`src/rtl/ns_timebase_pkg.sv`:
```
package ns_timebase_pkg;
  localparam int CNT_W  = 64;
  localparam int WORD_W = 32;

  typedef enum logic [1:0] {
    ADDR_CTRL   = 2'd0,
    ADDR_ADDEND = 2'd1,
    ADDR_CNT_LO = 2'd2,
    ADDR_CNT_HI = 2'd3
  } reg_addr_e;

  // Strobes from the register control to the datapath
  typedef struct packed {
    logic cntEn;    // run enable
    logic loadCnt;  // load the 64-bit time value this cycle
  } dp_strobe_t;
endpackage

```
`src/rtl/ns_timebase_ctrl.sv`:
```
module ns_timebase_ctrl
  import ns_timebase_pkg::*;
#(
  parameter int              PERIOD_W   = 8,
  parameter logic [PERIOD_W-1:0] PERIOD_RST = 8'd5,
  parameter logic [WORD_W-1:0]   ADDEND_RST = 32'hCCCC_CCCD
) (
  input  logic                clk,
  input  logic                rstN,
  input  logic                regWrEn,
  input  logic                regRdEn,
  input  logic [1:0]          regAddr,
  input  logic [WORD_W-1:0]   regWrData,
  input  logic [CNT_W-1:0]    cnt,
  output dp_strobe_t          strobes,
  output logic [CNT_W-1:0]    loadVal,
  output logic [WORD_W-1:0]   addend,
  output logic [PERIOD_W-1:0] period,
  output logic [WORD_W-1:0]   regRdData
);
  localparam int STEP_LSB = 8;

  logic              runEn;
  logic [WORD_W-1:0] stageLo;
  logic [WORD_W-1:0] shadowHi;
  logic [WORD_W-1:0] ctrlWord;

  logic wrCtrl, wrAddend, wrLo, wrHi, rdLo;
  assign wrCtrl   = regWrEn && (regAddr == ADDR_CTRL);
  assign wrAddend = regWrEn && (regAddr == ADDR_ADDEND);
  assign wrLo     = regWrEn && (regAddr == ADDR_CNT_LO);
  assign wrHi     = regWrEn && (regAddr == ADDR_CNT_HI);
  assign rdLo     = regRdEn && (regAddr == ADDR_CNT_LO);

  always_ff @(posedge clk) begin
    if (!rstN) begin
      runEn    <= 1'b0;
      period   <= PERIOD_RST;
      addend   <= ADDEND_RST;
      stageLo  <= '0;
      shadowHi <= '0;
    end else begin
      if (wrCtrl) begin
        runEn  <= regWrData[0];
        period <= regWrData[STEP_LSB +: PERIOD_W];
      end
      if (wrAddend) addend  <= regWrData;
      if (wrLo)     stageLo <= regWrData;
      if (rdLo)     shadowHi <= cnt[CNT_W-1:WORD_W];
    end
  end

  assign strobes.cntEn   = runEn;
  assign strobes.loadCnt = wrHi;
  assign loadVal         = {regWrData, stageLo};

  always_comb begin
    ctrlWord = '0;
    ctrlWord[0] = runEn;
    ctrlWord[STEP_LSB +: PERIOD_W] = period;
  end

  always_comb begin
    unique case (regAddr)
      ADDR_CTRL:   regRdData = ctrlWord;
      ADDR_ADDEND: regRdData = addend;
      ADDR_CNT_LO: regRdData = cnt[WORD_W-1:0];
      default:     regRdData = shadowHi;
    endcase
  end

  // the shadow holds the upper word seen at the lower-word read
  p_shadow_capture_r5: assert property (@(posedge clk) disable iff (!rstN)
    rdLo |=> shadowHi == $past(cnt[CNT_W-1:WORD_W]));
  // without a lower-word read the shadow holds its value
  p_shadow_hold_r5: assert property (@(posedge clk) disable iff (!rstN)
    !rdLo |=> $stable(shadowHi));
  // clearing bit 0 stops the run enable from the next cycle
  p_enable_off_r2: assert property (@(posedge clk) disable iff (!rstN)
    (wrCtrl && !regWrData[0]) |=> !strobes.cntEn);
endmodule

```
`src/rtl/ns_timebase_dp.sv`:
```
module ns_timebase_dp
  import ns_timebase_pkg::*;
#(
  parameter int PERIOD_W = 8
) (
  input  logic                clk,
  input  logic                rstN,
  input  dp_strobe_t          strobes,
  input  logic [CNT_W-1:0]    loadVal,
  input  logic [WORD_W-1:0]   addend,
  input  logic [PERIOD_W-1:0] period,
  output logic [CNT_W-1:0]    cnt
);
  logic [WORD_W-1:0] phaseAcc;
  logic [WORD_W:0]   phaseSum;
  logic              carry;
  logic [CNT_W-1:0]  cntStepped;

  // The carry is bit 32 of the 33-bit sum
  assign phaseSum   = {1'b0, phaseAcc} + {1'b0, addend};
  assign carry      = strobes.cntEn && phaseSum[WORD_W];
  assign cntStepped = cnt + CNT_W'(period);

  always_ff @(posedge clk) begin
    if (!rstN) begin
      phaseAcc <= '0;
      cnt      <= '0;
    end else begin
      if (strobes.cntEn) phaseAcc <= phaseSum[WORD_W-1:0];
      if (strobes.loadCnt) cnt <= loadVal;
      else if (carry)      cnt <= cntStepped;
    end
  end

  // a carry without a load adds exactly one step
  p_one_step_r3: assert property (@(posedge clk) disable iff (!rstN)
    (carry && !strobes.loadCnt) |=> (cnt - $past(cnt)) == CNT_W'($past(period)));
  // no run enable and no load means no change at all
  p_hold_idle_r2: assert property (@(posedge clk) disable iff (!rstN)
    (!strobes.cntEn && !strobes.loadCnt) |=> ($stable(cnt) && $stable(phaseAcc)));
  // the load lands in the next cycle, all 64 bits at once
  p_load_atomic_r6: assert property (@(posedge clk) disable iff (!rstN)
    strobes.loadCnt |=> cnt == $past(loadVal));
  // a load while stopped leaves the fraction untouched
  p_keep_fraction_r7: assert property (@(posedge clk) disable iff (!rstN)
    (strobes.loadCnt && !strobes.cntEn) |=> $stable(phaseAcc));
endmodule

```
`src/rtl/ns_timebase.sv`:
```
module ns_timebase
  import ns_timebase_pkg::*;
#(
  parameter int                  PERIOD_W   = 8,
  parameter logic [PERIOD_W-1:0] PERIOD_RST = 8'd5,
  parameter logic [31:0]         ADDEND_RST = 32'hCCCC_CCCD
) (
  input  logic        clk,
  input  logic        rstN,
  input  logic        regWrEn,
  input  logic        regRdEn,
  input  logic [1:0]  regAddr,
  input  logic [31:0] regWrData,
  output logic [31:0] regRdData
);
  dp_strobe_t          strobes;
  logic [CNT_W-1:0]    loadVal;
  logic [CNT_W-1:0]    cnt;
  logic [WORD_W-1:0]   addend;
  logic [PERIOD_W-1:0] period;

  ns_timebase_ctrl #(
    .PERIOD_W(PERIOD_W), .PERIOD_RST(PERIOD_RST), .ADDEND_RST(ADDEND_RST)
  ) ctrl_i (
    .clk(clk), .rstN(rstN), .regWrEn(regWrEn), .regRdEn(regRdEn),
    .regAddr(regAddr), .regWrData(regWrData), .cnt(cnt),
    .strobes(strobes), .loadVal(loadVal), .addend(addend),
    .period(period), .regRdData(regRdData)
  );

  ns_timebase_dp #(.PERIOD_W(PERIOD_W)) dp_i (
    .clk(clk), .rstN(rstN), .strobes(strobes), .loadVal(loadVal),
    .addend(addend), .period(period), .cnt(cnt)
  );
endmodule

```
`config.mk`:
```
export PLATFORM = sky130hd
export DESIGN_NAME = ns_timebase
export DESIGN_NICKNAME = d
export VERILOG_FILES = /design/src/rtl/ns_timebase_pkg.sv /design/src/rtl/ns_timebase_ctrl.sv /design/src/rtl/ns_timebase_dp.sv /design/src/rtl/ns_timebase.sv
export SDC_FILE = /design/constraint.sdc
export NUM_CORES = 1
export LEC_CHECK = 0
export CORE_MARGIN = 4
export CORE_UTILIZATION = 64
export CTS_CLUSTER_DIAMETER = 60
export CTS_CLUSTER_SIZE = 8
export DETAILED_ROUTE_END_ITERATION = 12
export DONT_BUFFER_PORTS = 1
export GPL_TIMING_DRIVEN = 0
export PLACE_DENSITY = 0.87
export SETUP_SLACK_MARGIN = 0.05
export SYNTH_ARGS = -nofsm -noshare
export SYNTH_HDL_FRONTEND = slang
export SYNTH_SLANG_ARGS = --single-unit
```
`constraint.sdc`:
```
create_clock -name clk -period 4.1 [get_ports clk]
set_clock_uncertainty 0.05 [all_clocks]
set_input_delay 0.41 -clock clk [delete_from_list [all_inputs] [get_ports clk]]
set_output_delay 0.41 -clock clk [all_outputs]
set_load 0.01 [all_outputs]
```
==> metrics.txt <==
outcome finished with violations; failing checks hold timing; number of top-level pins 70; part of the cycle the worst path needs between 90% and 100%; end of the worst hold path dp_i.cnt[42]$_SDFFE_PN0P_; Post-Synthesis Mean Instance Area 8.09 µm²; post-synth net total 1411; DRT Pass-1 Iters 8; number of standard-cell rows in the floorplan 47; Max Fanout on Critical Path 10; post-synthesis cell type with the largest combined area dfxtp_1; Die Span X 138 µm; violation count after the first detailed-routing iteration 1443; number of buffers inserted during clock tree synthesis 29; startpoint of the worst hold path regWrData[10]; HPWL after detailed placement roughly 26 mm; initial antenna violation count 2; GR Util All Layers 40.5%; main flop type after synthesis dfxtp_1; cell count after synthesis 1331; total grt overflow 0; Worst setup SP type register; Tightest Hold Check Type input port to register; count of flip-flops with a built-in enable after synthesis 0; remaining antenna violation count 0; reg2reg setup slack 0.14 ns; unrepaired setup endpoints after global routing no; buffer and inverter count on the worst path 1; pin count of the biggest net entering global routing 15; count of final max-slew check failures 0; Seq/Total Area, Yosys 37.4%; sum of negative setup slack 0 ns; number of warning messages in the yosys log 0; highest-delay cell along the critical path o21ai_0; startpoint of the worst-slack reg-to-reg timing path ctrl_i.addend[0]$_SDFFE_PN1P_; maximum capacitance violations 0; cell chain of the critical path ha_1 > fa_1 > a21o_1 > a21o_1 > a21oi_1 > nor3_1 > o211a_1 > o21ai_0 > clkbuf_1 > nor2_1 > a21oi_1 > o21ai_0; TritonCTS clock tree done; number of buffers on the longest clock path 3; proportion of layout cells with a drive suffix above 1 between 6 and 7%; post-synth top area share 37.4%; Worst-path clk slew around 0.050 ns; highest achievable clock rate 253 MHz; die span in y around 140 µm; count of vias placed by the detailed router 10979; static leakage power 0.00461 µW; arrival time at the worst endpoint 4.33 ns; library cell used as clock root buffer clkbuf_16; worst stage delay on the critical path 0.72 ns; most frequent cells in the layout 265 x nand2_1, 201 x dfxtp_1, 134 x a21oi_1; total standard cell area after synthesis 10800 µm²; DRC viols 0; DR vias/cell between 6 and 7; total of endpoints with negative setup slack in the final report 0; category of cells accounting for the largest share of critical-path delay compound AO/OA/AOI/OAI gates; worst hold slack -0.00295 ns; async set or reset register ratio after synthesis 0%; worst hold path depth 2; transition time of the tightest slew-check pin 0.980 ns; total power divided by cell area 387 nW/µm²; core area 16500 µm²; Worst Setup Path Type register to register; first-pass GRT wire length about 59 mm; VDD IR-drop max 352 µV; via count of the first global-routing pass 10569; cells taking the most area after synthesis dfxtp_1 37%, nand2_1 9.2%, a21oi_1 6.3%; final critical delay including setup and external delays slightly below 4 ns; PortBufs 0; insertion delay of the later-clocked pin in the worst-skew pair 0.54 ns; most common cell after layout, fill and taps aside nand2_1; H-tree level count 1; area of the die 19000 µm²; average routed wire per standard cell ~24 µm; Initial Util 65.1%; stages on the worst setup path 12; R2R cell count 12; endpoint of the worst-slack reg-to-reg timing path dp_i.cnt[2]$_SDFFE_PN0P_; CP Data Required Time approximately 4.5 ns; number of sinks driven by the clock tree ~200; sort of element at the end of the critical path register; Final Hold Viols 1; last weighted congestion value of the routability-driven placer 0.969; sum of routed wire length over all layers 38.5 mm; register bit count reported by yosys 201; total power consumption of the routed design 4690 µW; Final #Nets 1476; headroom to the max-slew limit between 30% and 40%; signed area change from the synthesized netlist to the final layout 12.7%; distinct cell type count after synthesis 61
[per-layer routing]
layer  up-vias  track usage (%)  part of all wire, %
met5         -                0                    0
met4         0             24.9                  8.0
met3       232             11.5                   13
met2       838             62.2                   43
met1      5061             50.2                   36
li1       4848                -                    -
[final cells by class]
type	count	area [µm²]
Multi-Input combinational cell	1028	6350
Fill cell	1240	4390
Clock buffer	30	729
Timing Repair Buffer	34	335
Clock inverter	2	17.5
Sequential cell	201	4020
Buffer	89	352
Inverter	13	48.8
Antenna cell	2	5.00
Tap cell	220	275
[state kept, by name, indices dropped and copies added (netlist names)]
name             count
dp_i.cnt            64
ctrl_i.runEn         1
ctrl_i.addend       32
ctrl_i.stageLo      32
ctrl_i.shadowHi     32
dp_i.phaseAcc       32
ctrl_i.period        8
[stage by stage]
step | utilization (%) | instance area (µm²) | std cells | setup slack [ns]
2_1_floorplan | - | 10800 | 1331 | 1.18
3_3_place_gp | 66.8 | 11000 | 1551 | 0.296
3_5_place_dp | 66.8 | 11000 | 1551 | 0.257
4_1_cts | 73.3 | 12100 | 1615 | 0.225
5_1_grt | 73.4 | 12100 | 1619 | 0.109
6_report | 73.4 | 12100 | 1619 | 0.143
[how the worst max path moves through the flow]
stage	from	to	slack (ns)
after floorplan	ctrl_i.addend[0]$_SDFFE_PN1P_	dp_i.cnt[48]$_SDFFE_PN0P_	1.18
final	ctrl_i.addend[0]$_SDFFE_PN1P_	dp_i.cnt[2]$_SDFFE_PN0P_	0.14
after global routing	ctrl_i.addend[0]$_SDFFE_PN1P_	dp_i.cnt[2]$_SDFFE_PN0P_	0.11
after detailed placement	ctrl_i.addend[0]$_SDFFE_PN1P_	dp_i.cnt[21]$_SDFFE_PN0P_	0.26
after CTS	ctrl_i.addend[0]$_SDFFE_PN1P_	dp_i.cnt[21]$_SDFFE_PN0P_	0.22
after global placement	ctrl_i.addend[0]$_SDFFE_PN1P_	dp_i.cnt[21]$_SDFFE_PN0P_	0.30
[repair_timing]
action	4_1_cts	5_1_grt
hold endpoints to repair	75	0
hold buffers	32	0
endpoints found under the setup margin	0	18
buffers inserted	0	2
resized for setup	0	2
[power by group]
part	internal, µW	total, µW	leakage, µW	switching [µW]
clock network	1240	2080	0.000367	840
registers	2030	2100	0.00164	75.9
logic	182	512	0.00261	330
total	3450	4690	0.00461	1250
[cell usage after synthesis, types with 10 or more instances]
cell type	number
nand3_1	56
nor2_1	90
mux2_2	20
a21o_1	27
and4_1	10
a211oi_1	47
a22o_1	23
nor3_1	16
mux2i_1	20
inv_1	12
a31oi_1	11
xor2_1	37
a21oi_1	135
and3_1	18
clkbuf_1	78
ha_1	40
nand2_1	265
o21ai_0	45
xnor2_1	41
nand4_1	29
dfxtp_1	201
nor2b_1	12
[cell families after synthesis]
kind of cell               synth area share, %
buffers and inverters                     3.72
DFF                                       37.4
adders and majority gates                 5.02
AOI/OAI and AO/OA                         19.7
xor gates and xnor gates                  6.35
muxes                                     5.84
and+or+nand+nor                           22.0
No activity file was read; power rests on OpenSTA's default activity.
